`src/rtl/pw_pkg.sv`:
```
package pw_pkg;
  localparam int ADDR_W  = 32;
  localparam int ENTRY_W = 32;

  // entry flag positions
  localparam int F_PRESENT  = 0;
  localparam int F_WRITABLE = 1;
  localparam int F_USER     = 2;
  localparam int F_ACCESSED = 5;
  localparam int F_DIRTY    = 6;
  localparam int F_LARGE    = 7;

  typedef enum logic [2:0] {
    ST_IDLE,
    ST_DIR_RD,
    ST_DIR_WAIT,
    ST_DIR_WB,
    ST_TBL_RD,
    ST_TBL_WAIT,
    ST_TBL_WB,
    ST_RESP
  } walk_state_e;

  typedef struct packed {
    logic user;
    logic write;
    logic prot;
  } fault_code_t;
endpackage

```
`src/rtl/pw_entry_eval.sv`:
```
module pw_entry_eval
  import pw_pkg::*;
#(
  parameter bit TABLE_LEVEL = 1'b0
) (
  input  logic [ENTRY_W-1:0] entry_i,
  input  logic               write_i,
  input  logic               user_i,
  output logic               not_present_o,
  output logic               prot_fault_o,
  output logic [ENTRY_W-1:0] entry_upd_o,
  output logic               upd_needed_o
);
  logic [ENTRY_W-1:0] set_mask;

  always_comb begin
    set_mask = '0;
    set_mask[F_ACCESSED] = 1'b1;
    if (TABLE_LEVEL) set_mask[F_DIRTY] = write_i;
  end

  assign not_present_o = ~entry_i[F_PRESENT];
  assign prot_fault_o  = (user_i & ~entry_i[F_USER]) | (write_i & ~entry_i[F_WRITABLE]);
  assign entry_upd_o   = entry_i | set_mask;
  assign upd_needed_o  = (entry_upd_o != entry_i);
endmodule

```
`src/rtl/pw_addr_gen.sv`:
```
module pw_addr_gen
  import pw_pkg::*;
#(
  parameter int DIR_IDX_W = 10,
  parameter int TBL_IDX_W = 10
) (
  input  logic [ADDR_W-1:0]                     lin_i,
  input  logic [ADDR_W-1:0]                     dir_base_i,
  input  logic [ADDR_W-DIR_IDX_W-TBL_IDX_W-1+DIR_IDX_W+TBL_IDX_W:ADDR_W-DIR_IDX_W-TBL_IDX_W] dir_frame_i,
  input  logic [ADDR_W-1:ADDR_W-DIR_IDX_W-TBL_IDX_W] tbl_frame_i,
  output logic [ADDR_W-1:0]                     dir_ent_addr_o,
  output logic [ADDR_W-1:0]                     tbl_ent_addr_o,
  output logic [ADDR_W-1:0]                     large_phys_o,
  output logic [ADDR_W-1:0]                     small_phys_o
);
  localparam int OFF_W     = ADDR_W - DIR_IDX_W - TBL_IDX_W;
  localparam int LG_OFF_W  = TBL_IDX_W + OFF_W;
  localparam int ENT_SHIFT = $clog2(ENTRY_W / 8);

  logic [DIR_IDX_W-1:0] dir_idx;
  logic [TBL_IDX_W-1:0] tbl_idx;

  assign dir_idx = lin_i[ADDR_W-1 -: DIR_IDX_W];
  assign tbl_idx = lin_i[LG_OFF_W-1 -: TBL_IDX_W];

  assign dir_ent_addr_o = dir_base_i + (ADDR_W'(dir_idx) << ENT_SHIFT);
  assign tbl_ent_addr_o = {dir_frame_i, {OFF_W{1'b0}}} + (ADDR_W'(tbl_idx) << ENT_SHIFT);
  assign large_phys_o   = {dir_frame_i[ADDR_W-1 -: DIR_IDX_W], lin_i[LG_OFF_W-1:0]};
  assign small_phys_o   = {tbl_frame_i, lin_i[OFF_W-1:0]};
endmodule

```
`src/rtl/page_walker.sv`:
```
module page_walker
  import pw_pkg::*;
#(
  parameter int DIR_IDX_W = 10,
  parameter int TBL_IDX_W = 10
) (
  input  logic        clk,
  input  logic        rst_n,
  input  logic        req_valid,
  output logic        req_ready,
  input  logic [31:0] req_lin_addr,
  input  logic        req_write,
  input  logic        req_user,
  input  logic [31:0] dir_base,
  input  logic        paging_en,
  input  logic        large_en,
  output logic        rsp_valid,
  input  logic        rsp_ready,
  output logic [31:0] rsp_phys,
  output logic        rsp_fault,
  output logic [2:0]  rsp_code,
  output logic [31:0] fault_addr,
  output logic        mem_req_valid,
  input  logic        mem_req_ready,
  output logic        mem_req_write,
  output logic [31:0] mem_req_addr,
  output logic [31:0] mem_req_wdata,
  input  logic        mem_rsp_valid,
  input  logic [31:0] mem_rsp_rdata
);
  localparam int OFF_W    = ADDR_W - DIR_IDX_W - TBL_IDX_W;
  localparam int N_LEVELS = 2;

  walk_state_e        state_q;
  logic [ADDR_W-1:0]  lin_q, base_q, dir_q, tbl_q, phys_q, fault_addr_q;
  logic               wr_q, usr_q, lg_q, fault_q;
  fault_code_t        code_q;

  logic [N_LEVELS-1:0]              lvl_np, lvl_prot, lvl_need;
  logic [N_LEVELS-1:0][ENTRY_W-1:0] lvl_upd;

  for (genvar g = 0; g < N_LEVELS; g++) begin : g_level
    pw_entry_eval #(.TABLE_LEVEL(g == N_LEVELS - 1)) u_eval (
      .entry_i      (mem_rsp_rdata),
      .write_i      (wr_q),
      .user_i       (usr_q),
      .not_present_o(lvl_np[g]),
      .prot_fault_o (lvl_prot[g]),
      .entry_upd_o  (lvl_upd[g]),
      .upd_needed_o (lvl_need[g])
    );
  end

  logic [ADDR_W-1:0] dir_src, tbl_src;
  logic [ADDR_W-1:0] dir_ent_addr, tbl_ent_addr, large_phys, small_phys;

  assign dir_src = (state_q == ST_DIR_WAIT) ? mem_rsp_rdata : dir_q;
  assign tbl_src = (state_q == ST_TBL_WAIT) ? mem_rsp_rdata : tbl_q;

  pw_addr_gen #(.DIR_IDX_W(DIR_IDX_W), .TBL_IDX_W(TBL_IDX_W)) u_addr (
    .lin_i         (lin_q),
    .dir_base_i    (base_q),
    .dir_frame_i   (dir_src[ADDR_W-1:OFF_W]),
    .tbl_frame_i   (tbl_src[ADDR_W-1:OFF_W]),
    .dir_ent_addr_o(dir_ent_addr),
    .tbl_ent_addr_o(tbl_ent_addr),
    .large_phys_o  (large_phys),
    .small_phys_o  (small_phys)
  );

  logic rd_large_hit, wb_large_hit;
  assign rd_large_hit = mem_rsp_rdata[F_LARGE] & lg_q;
  assign wb_large_hit = dir_q[F_LARGE] & lg_q;

  always_ff @(posedge clk or negedge rst_n) begin
    if (!rst_n) begin
      state_q      <= ST_IDLE;
      lin_q        <= '0;
      base_q       <= '0;
      dir_q        <= '0;
      tbl_q        <= '0;
      phys_q       <= '0;
      fault_addr_q <= '0;
      wr_q         <= 1'b0;
      usr_q        <= 1'b0;
      lg_q         <= 1'b0;
      fault_q      <= 1'b0;
      code_q       <= '0;
    end else begin
      case (state_q)
        ST_IDLE: begin
          if (req_valid) begin
            lin_q   <= req_lin_addr;
            base_q  <= dir_base;
            wr_q    <= req_write;
            usr_q   <= req_user;
            lg_q    <= large_en;
            fault_q <= 1'b0;
            code_q  <= '0;
            if (paging_en) begin
              state_q <= ST_DIR_RD;
            end else begin
              phys_q  <= req_lin_addr;
              state_q <= ST_RESP;
            end
          end
        end
        ST_DIR_RD: if (mem_req_ready) state_q <= ST_DIR_WAIT;
        ST_DIR_WAIT: begin
          if (mem_rsp_valid) begin
            if (lvl_np[0] || lvl_prot[0]) begin
              fault_q      <= 1'b1;
              code_q       <= '{user: usr_q, write: wr_q, prot: ~lvl_np[0]};
              fault_addr_q <= lin_q;
              phys_q       <= '0;
              state_q      <= ST_RESP;
            end else begin
              dir_q <= lvl_upd[0];
              if (lvl_need[0]) begin
                state_q <= ST_DIR_WB;
              end else if (rd_large_hit) begin
                phys_q  <= large_phys;
                state_q <= ST_RESP;
              end else begin
                state_q <= ST_TBL_RD;
              end
            end
          end
        end
        ST_DIR_WB: begin
          if (mem_req_ready) begin
            if (wb_large_hit) begin
              phys_q  <= large_phys;
              state_q <= ST_RESP;
            end else begin
              state_q <= ST_TBL_RD;
            end
          end
        end
        ST_TBL_RD: if (mem_req_ready) state_q <= ST_TBL_WAIT;
        ST_TBL_WAIT: begin
          if (mem_rsp_valid) begin
            if (lvl_np[1] || lvl_prot[1]) begin
              fault_q      <= 1'b1;
              code_q       <= '{user: usr_q, write: wr_q, prot: ~lvl_np[1]};
              fault_addr_q <= lin_q;
              phys_q       <= '0;
              state_q      <= ST_RESP;
            end else begin
              tbl_q <= lvl_upd[1];
              if (lvl_need[1]) begin
                state_q <= ST_TBL_WB;
              end else begin
                phys_q  <= small_phys;
                state_q <= ST_RESP;
              end
            end
          end
        end
        ST_TBL_WB: begin
          if (mem_req_ready) begin
            phys_q  <= small_phys;
            state_q <= ST_RESP;
          end
        end
        ST_RESP: if (rsp_ready) state_q <= ST_IDLE;
        default: state_q <= ST_IDLE;
      endcase
    end
  end

  logic in_dir_phase;
  assign in_dir_phase = (state_q == ST_DIR_RD) || (state_q == ST_DIR_WB);

  assign req_ready     = (state_q == ST_IDLE);
  assign rsp_valid     = (state_q == ST_RESP);
  assign rsp_phys      = phys_q;
  assign rsp_fault     = fault_q;
  assign rsp_code      = code_q;
  assign fault_addr    = fault_addr_q;
  assign mem_req_valid = in_dir_phase || (state_q == ST_TBL_RD) || (state_q == ST_TBL_WB);
  assign mem_req_write = (state_q == ST_DIR_WB) || (state_q == ST_TBL_WB);
  assign mem_req_addr  = in_dir_phase ? dir_ent_addr : tbl_ent_addr;
  assign mem_req_wdata = (state_q == ST_DIR_WB) ? dir_q : tbl_q;
endmodule

```
`config.mk`:
```
export PLATFORM = sky130hd
export DESIGN_NAME = page_walker
export DESIGN_NICKNAME = d
export VERILOG_FILES = /design/src/rtl/pw_pkg.sv /design/src/rtl/pw_entry_eval.sv /design/src/rtl/pw_addr_gen.sv /design/src/rtl/page_walker.sv
export SDC_FILE = /design/constraint.sdc
export NUM_CORES = 1
export LEC_CHECK = 0
export BUFFER_PORTS_ARGS = -buffer_cell sky130_fd_sc_hd__buf_2
export CELL_PAD_IN_SITES_DETAIL_PLACEMENT = 1
export CELL_PAD_IN_SITES_GLOBAL_PLACEMENT = 1
export CORE_ASPECT_RATIO = 1.1
export CORE_MARGIN = 8
export CORE_UTILIZATION = 43
export DETAILED_ROUTE_END_ITERATION = 8
export PLACE_DENSITY_LB_ADDON = 0.1
export SETUP_SLACK_MARGIN = 0.15
export SLEW_MARGIN = 30
export SYNTH_ARGS = -nofsm -noshare
export SYNTH_HDL_FRONTEND = slang
export SYNTH_SLANG_ARGS = --single-unit
```
`constraint.sdc`:
```
create_clock -name clk -period 3 [get_ports clk]
set_input_delay 0.3 -clock clk [delete_from_list [all_inputs] [get_ports clk]]
set_output_delay 0.3 -clock clk [all_outputs]
set_load 0.05 [all_outputs]
```
==> results_tabular.tex <==
\begin{tabular}{lr}
\hline
Metric & Value \\
\hline
\multicolumn{2}{l}{\textbf{Drt}} \\
Violation count after the first detailed-routing iteration & 400 \\
Post-route DRC violation count & 0 \\
Average wire per standard cell & 23.24 um \\
Iteration count of the initial detailed-routing pass & 4 \\
Via density & 5.577 \\
Overall routed net length & 36350 um \\
DRT antenna net count & 0 \\
Number of vias in the routed layout & 8723 \\
\multicolumn{2}{l}{\textbf{Floorplanning}} \\
Die extent in y & 180.2 um \\
Ports & 242 \\
Site row count & 60 \\
Area of the die & 29770 um2 \\
Starting density of the core & 43.45\% \\
Area of the placeable core & 24250 um2 \\
Die X-Extent & 165.2 um \\
\multicolumn{2}{l}{\textbf{Clock network}} \\
Clock latency at the later pin of the worst-skew pair & 0.53 ns \\
H-tree depth reported by CTS & 1 \\
Clock tree from TritonCTS & built \\
Clock edge transition at the registers on the reported setup and hold paths & 0.05 ns \\
Maximum root-to-sink buffer count & 3 \\
Clock buffer count from CTS & 24 \\
Clock root cell & sky130\_fd\_sc\_hd\_\_clkbuf\_16 \\
Clock Sinks & 202 \\
\multicolumn{2}{l}{\textbf{Yosys}} \\
Count of cell types in the netlist & 59 \\
Share of synthesized registers carrying an async set or reset & 100.0\% \\
Top\_reg\_cell synth & sky130\_fd\_sc\_hd\_\_dfrtp\_1 \\
Number of synthesized register bits & 202 \\
Share of the yosys chip area belonging to registers & 47.98\% \\
Post-synthesis instance total & 947 \\
Total nets after synthesis & 1066 \\
Avg Cell Area, Syn & 11.12 um2 \\
Number of flops mapped to enable cells by yosys & 0 \\
Netlist Area Pre-Place & 10540 um2 \\
Count of yosys warnings during synthesis & 0 \\
\multicolumn{2}{l}{\textbf{Timing}} \\
Largest clock skew in the final design & 0.007452 ns \\
Worst max-slew margin expressed relative to the limit & 40.78\% \\
Fin. Hold Viols & 0 \\
Post-layout minimum cycle time & 3.112 ns \\
Share of the clock period used by the worst path after layout & 103.7\% \\
Final setup violation count & 14 \\
Slew of the pin with the lowest slew margin & 0.8883 ns \\
Maximum clock frequency & 321.4 MHz \\
RSZ-0062 raised after global routing & true \\
Number of max-slew violations in the final report & 0 \\
Least setup slack across all paths after layout & -0.1116 ns \\
\multicolumn{2}{l}{\textbf{Flow run}} \\
Number of max-cap violations & 0 \\
\multicolumn{2}{l}{\textbf{Global route}} \\
Initial antenna violation count & 6 \\
Vias in the first global route & 9642 \\
First-pass GRT wire length & 55940 um \\
Pin count of the biggest net entering global routing & 72 \\
Overall track demand over capacity in global routing & 23.82\% \\
Total congestion overflow & 0 \\
\multicolumn{2}{l}{\textbf{Critical path}} \\
Startpoint of the worst-slack reg-to-reg timing path & state\_q[0]\$\_DFFE\_PN0P\_ \\
Register-to-register path setup slack & 0.43 ns \\
Start point of the critical path & base\_q[7]\$\_DFFE\_PN0P\_ \\
Setup CP Type & flip-flop to output port \\
Setup crit start kind & flip-flop \\
Reg2reg end & rsp\_phys[11]\$\_DFFE\_PN0P\_ \\
Data arrival time at the worst-slack endpoint & 2.81 ns \\
Depth of the most critical reg-to-reg path & 7 \\
CP endpoint & mem\_req\_addr[24] \\
Worst Path Required & 2.70 ns \\
Crit end category & output port \\
Worst-path maximum fanout & 7 \\
\multicolumn{2}{l}{\textbf{Finish}} \\
Area growth, synth to finish & 35.34\% \\
Leading cell types in the layout, fill and taps excluded & sky130\_fd\_sc\_hd\_\_buf\_2 (215), sky130\_fd\_sc\_hd\_\_dfrtp\_1 (200), sky130\_fd\_sc\_hd\_\_nand2\_1 (179) \\
Design area & 14260 um2 \\
Most common cell after layout, fill and taps aside & sky130\_fd\_sc\_hd\_\_buf\_2 \\
Footprint of the multi-input gates & 5767 um2 \\
Fraction of final layout cells sized beyond drive strength 1 & 47.60\% \\
Number of fill cells & 2597 \\
Sequential cell area in the final layout & 5057 um2 \\
Final net count & 1352 \\
\multicolumn{2}{l}{\textbf{Placed design}} \\
Input/output buffers & 241 \\
Last weighted congestion value of the routability-driven placer & 0.8225 \\
Placed cell areas & 12430 um2 \\
Half-perimeter wire length after placement & 24840 um \\
\multicolumn{2}{l}{\textbf{Run status}} \\
Status & finished with violations \\
Violations in the final reports & setup timing \\
\multicolumn{2}{l}{\textbf{Worst hold path}} \\
Hold Crit Class & input port to flip-flop \\
\hline
\end{tabular}
metrics by stage:
step                      hold WS (ns)  setup TNS [ns]  util [%]  std cells  setup slack [ns]
after CTS                   0.00008121         -0.6365     57.88       1551          -0.07727
after detailed placement        0.3203               0     51.25       1471            0.1548
final                          0.01559         -0.9659     58.80       1564           -0.1116
after global placement          0.3233               0     51.23       1471            0.2443
after global routing          0.004141          -3.164     58.79       1563           -0.2062
after floorplan               0.004409        -0.02846         -        947          -0.02846
routing by layer:
metal	wire [um]	track usage, %	part of all wire, %
met1	14720	29.60	41
met4	997	7.828	2.7
met2	18220	40.06	50
met5	35	0	0.096
met3	2376	5.187	6.5
area by class of cell:
cell class              instances  share of cell area, %
clock inverters                 9                  1.044
clock buffers                  34                  4.686
inverters                      15                 0.4124
multi-input cells             669                  40.44
repair buffers                321                  15.15
well taps                     310                  2.720
flip-flops and latches        202                  35.47
diodes                          4                0.07020
critical path, cell delays in order, from the launching register on:
cell                        delay (ns)
sky130_fd_sc_hd__dfrtp_1          0.43
sky130_fd_sc_hd__ha_4             0.34
sky130_fd_sc_hd__nand3_1          0.10
sky130_fd_sc_hd__a2bb2oi_2        0.17
sky130_fd_sc_hd__buf_6            0.13
sky130_fd_sc_hd__a21o_4           0.23
sky130_fd_sc_hd__buf_16           0.15
sky130_fd_sc_hd__or3_4            0.37
sky130_fd_sc_hd__a31oi_4          0.18
sky130_fd_sc_hd__buf_6            0.18
cells by family (layout without fill, tap and decap cells):
family / after synthesis / count (layout) / share of synthesized area [%]
other cells: 0 / 4 / 0
flops: 202 / 202 / 47.98
xor+xnor: 7 / 7 / 0.5820
mux: 215 / 215 / 23.84
fa+ha+maj: 13 / 13 / 1.615
compound gates: 162 / 162 / 11.51
buf+inv: 76 / 379 / 3.124
simple gates: 272 / 272 / 11.35
cells in the mapped netlist (all sizes together), types with 2 or more instances:
library cell / n / area, um2
clkbuf: 38 / 142.6
o21a: 2 / 15.01
a2bb2oi: 4 / 35.03
or3: 6 / 37.54
o21ai: 20 / 100.1
dfrtp: 202 / 5055
ha: 12 / 150.1
nor2: 23 / 86.33
o31ai: 5 / 37.54
mux2i: 27 / 270.3
a211oi: 11 / 87.58
nand3: 14 / 70.07
xnor2: 7 / 61.31
a21oi: 23 / 115.1
and3: 7 / 43.79
and2: 6 / 37.54
o22ai: 3 / 18.77
nor4: 8 / 50.05
o221ai: 10 / 87.58
nor3: 3 / 15.01
nand4: 4 / 25.02
buf: 23 / 130.1
a211o: 2 / 17.52
a31o: 2 / 17.52
a41oi: 3 / 26.28
nand2b: 8 / 50.05
and3b: 4 / 35.03
a221oi: 7 / 61.31
nand2: 179 / 671.9
nor3b: 3 / 27.52
nand3b: 2 / 15.01
a2111oi: 4 / 35.03
mux2: 187 / 2218
a311oi: 5 / 43.79
a22o: 15 / 131.4
o31a: 6 / 52.55
a21o: 11 / 82.58
o211ai: 4 / 30.03
nor2b: 4 / 25.02
a31oi: 5 / 31.28
a221o: 10 / 100.1
a21boi: 5 / 37.54
inv: 15 / 56.30
worst min path at each step:
stage / start / to / slack (ns) / cells past startpoint
floorplan: rst_n / base_q[0]$_DFFE_PN0P_ / 0.004 / 0
global placement: rst_n / dir_q[4]$_DFFE_PN0P_ / 0.32 / 1
detailed placement: rst_n / dir_q[4]$_DFFE_PN0P_ / 0.32 / 1
CTS: dir_base[7] / base_q[7]$_DFFE_PN0P_ / 0.00008 / 2
global route: dir_base[13] / base_q[13]$_DFFE_PN0P_ / 0.004 / 2
finish: dir_base[9] / base_q[9]$_DFFE_PN0P_ / 0.02 / 2
repair_timing:
item                                    CTS  global route
buffers inserted                         12             8
hold endpoints to repair                 82             0
endpoints found under the setup margin   29            25
pin swaps                                28            18
gates cloned                              2             1
gates resized for setup                 105            21
hold buffers                             23             0
flip-flops by register name (all words and copies together), names as in the netlist, 3 cells and up:
| register | count |
|---|---|
| state_q | 3 |
| base_q | 32 |
| lin_q | 32 |
| rsp_code | 3 |
| tbl_q | 32 |
| rsp_phys | 32 |
| dir_q | 32 |
| fault_addr | 32 |
Power is left out: the tool's default activity adds up to more than one toggle a clock period on the data nets, which glitch-free logic cannot reach.
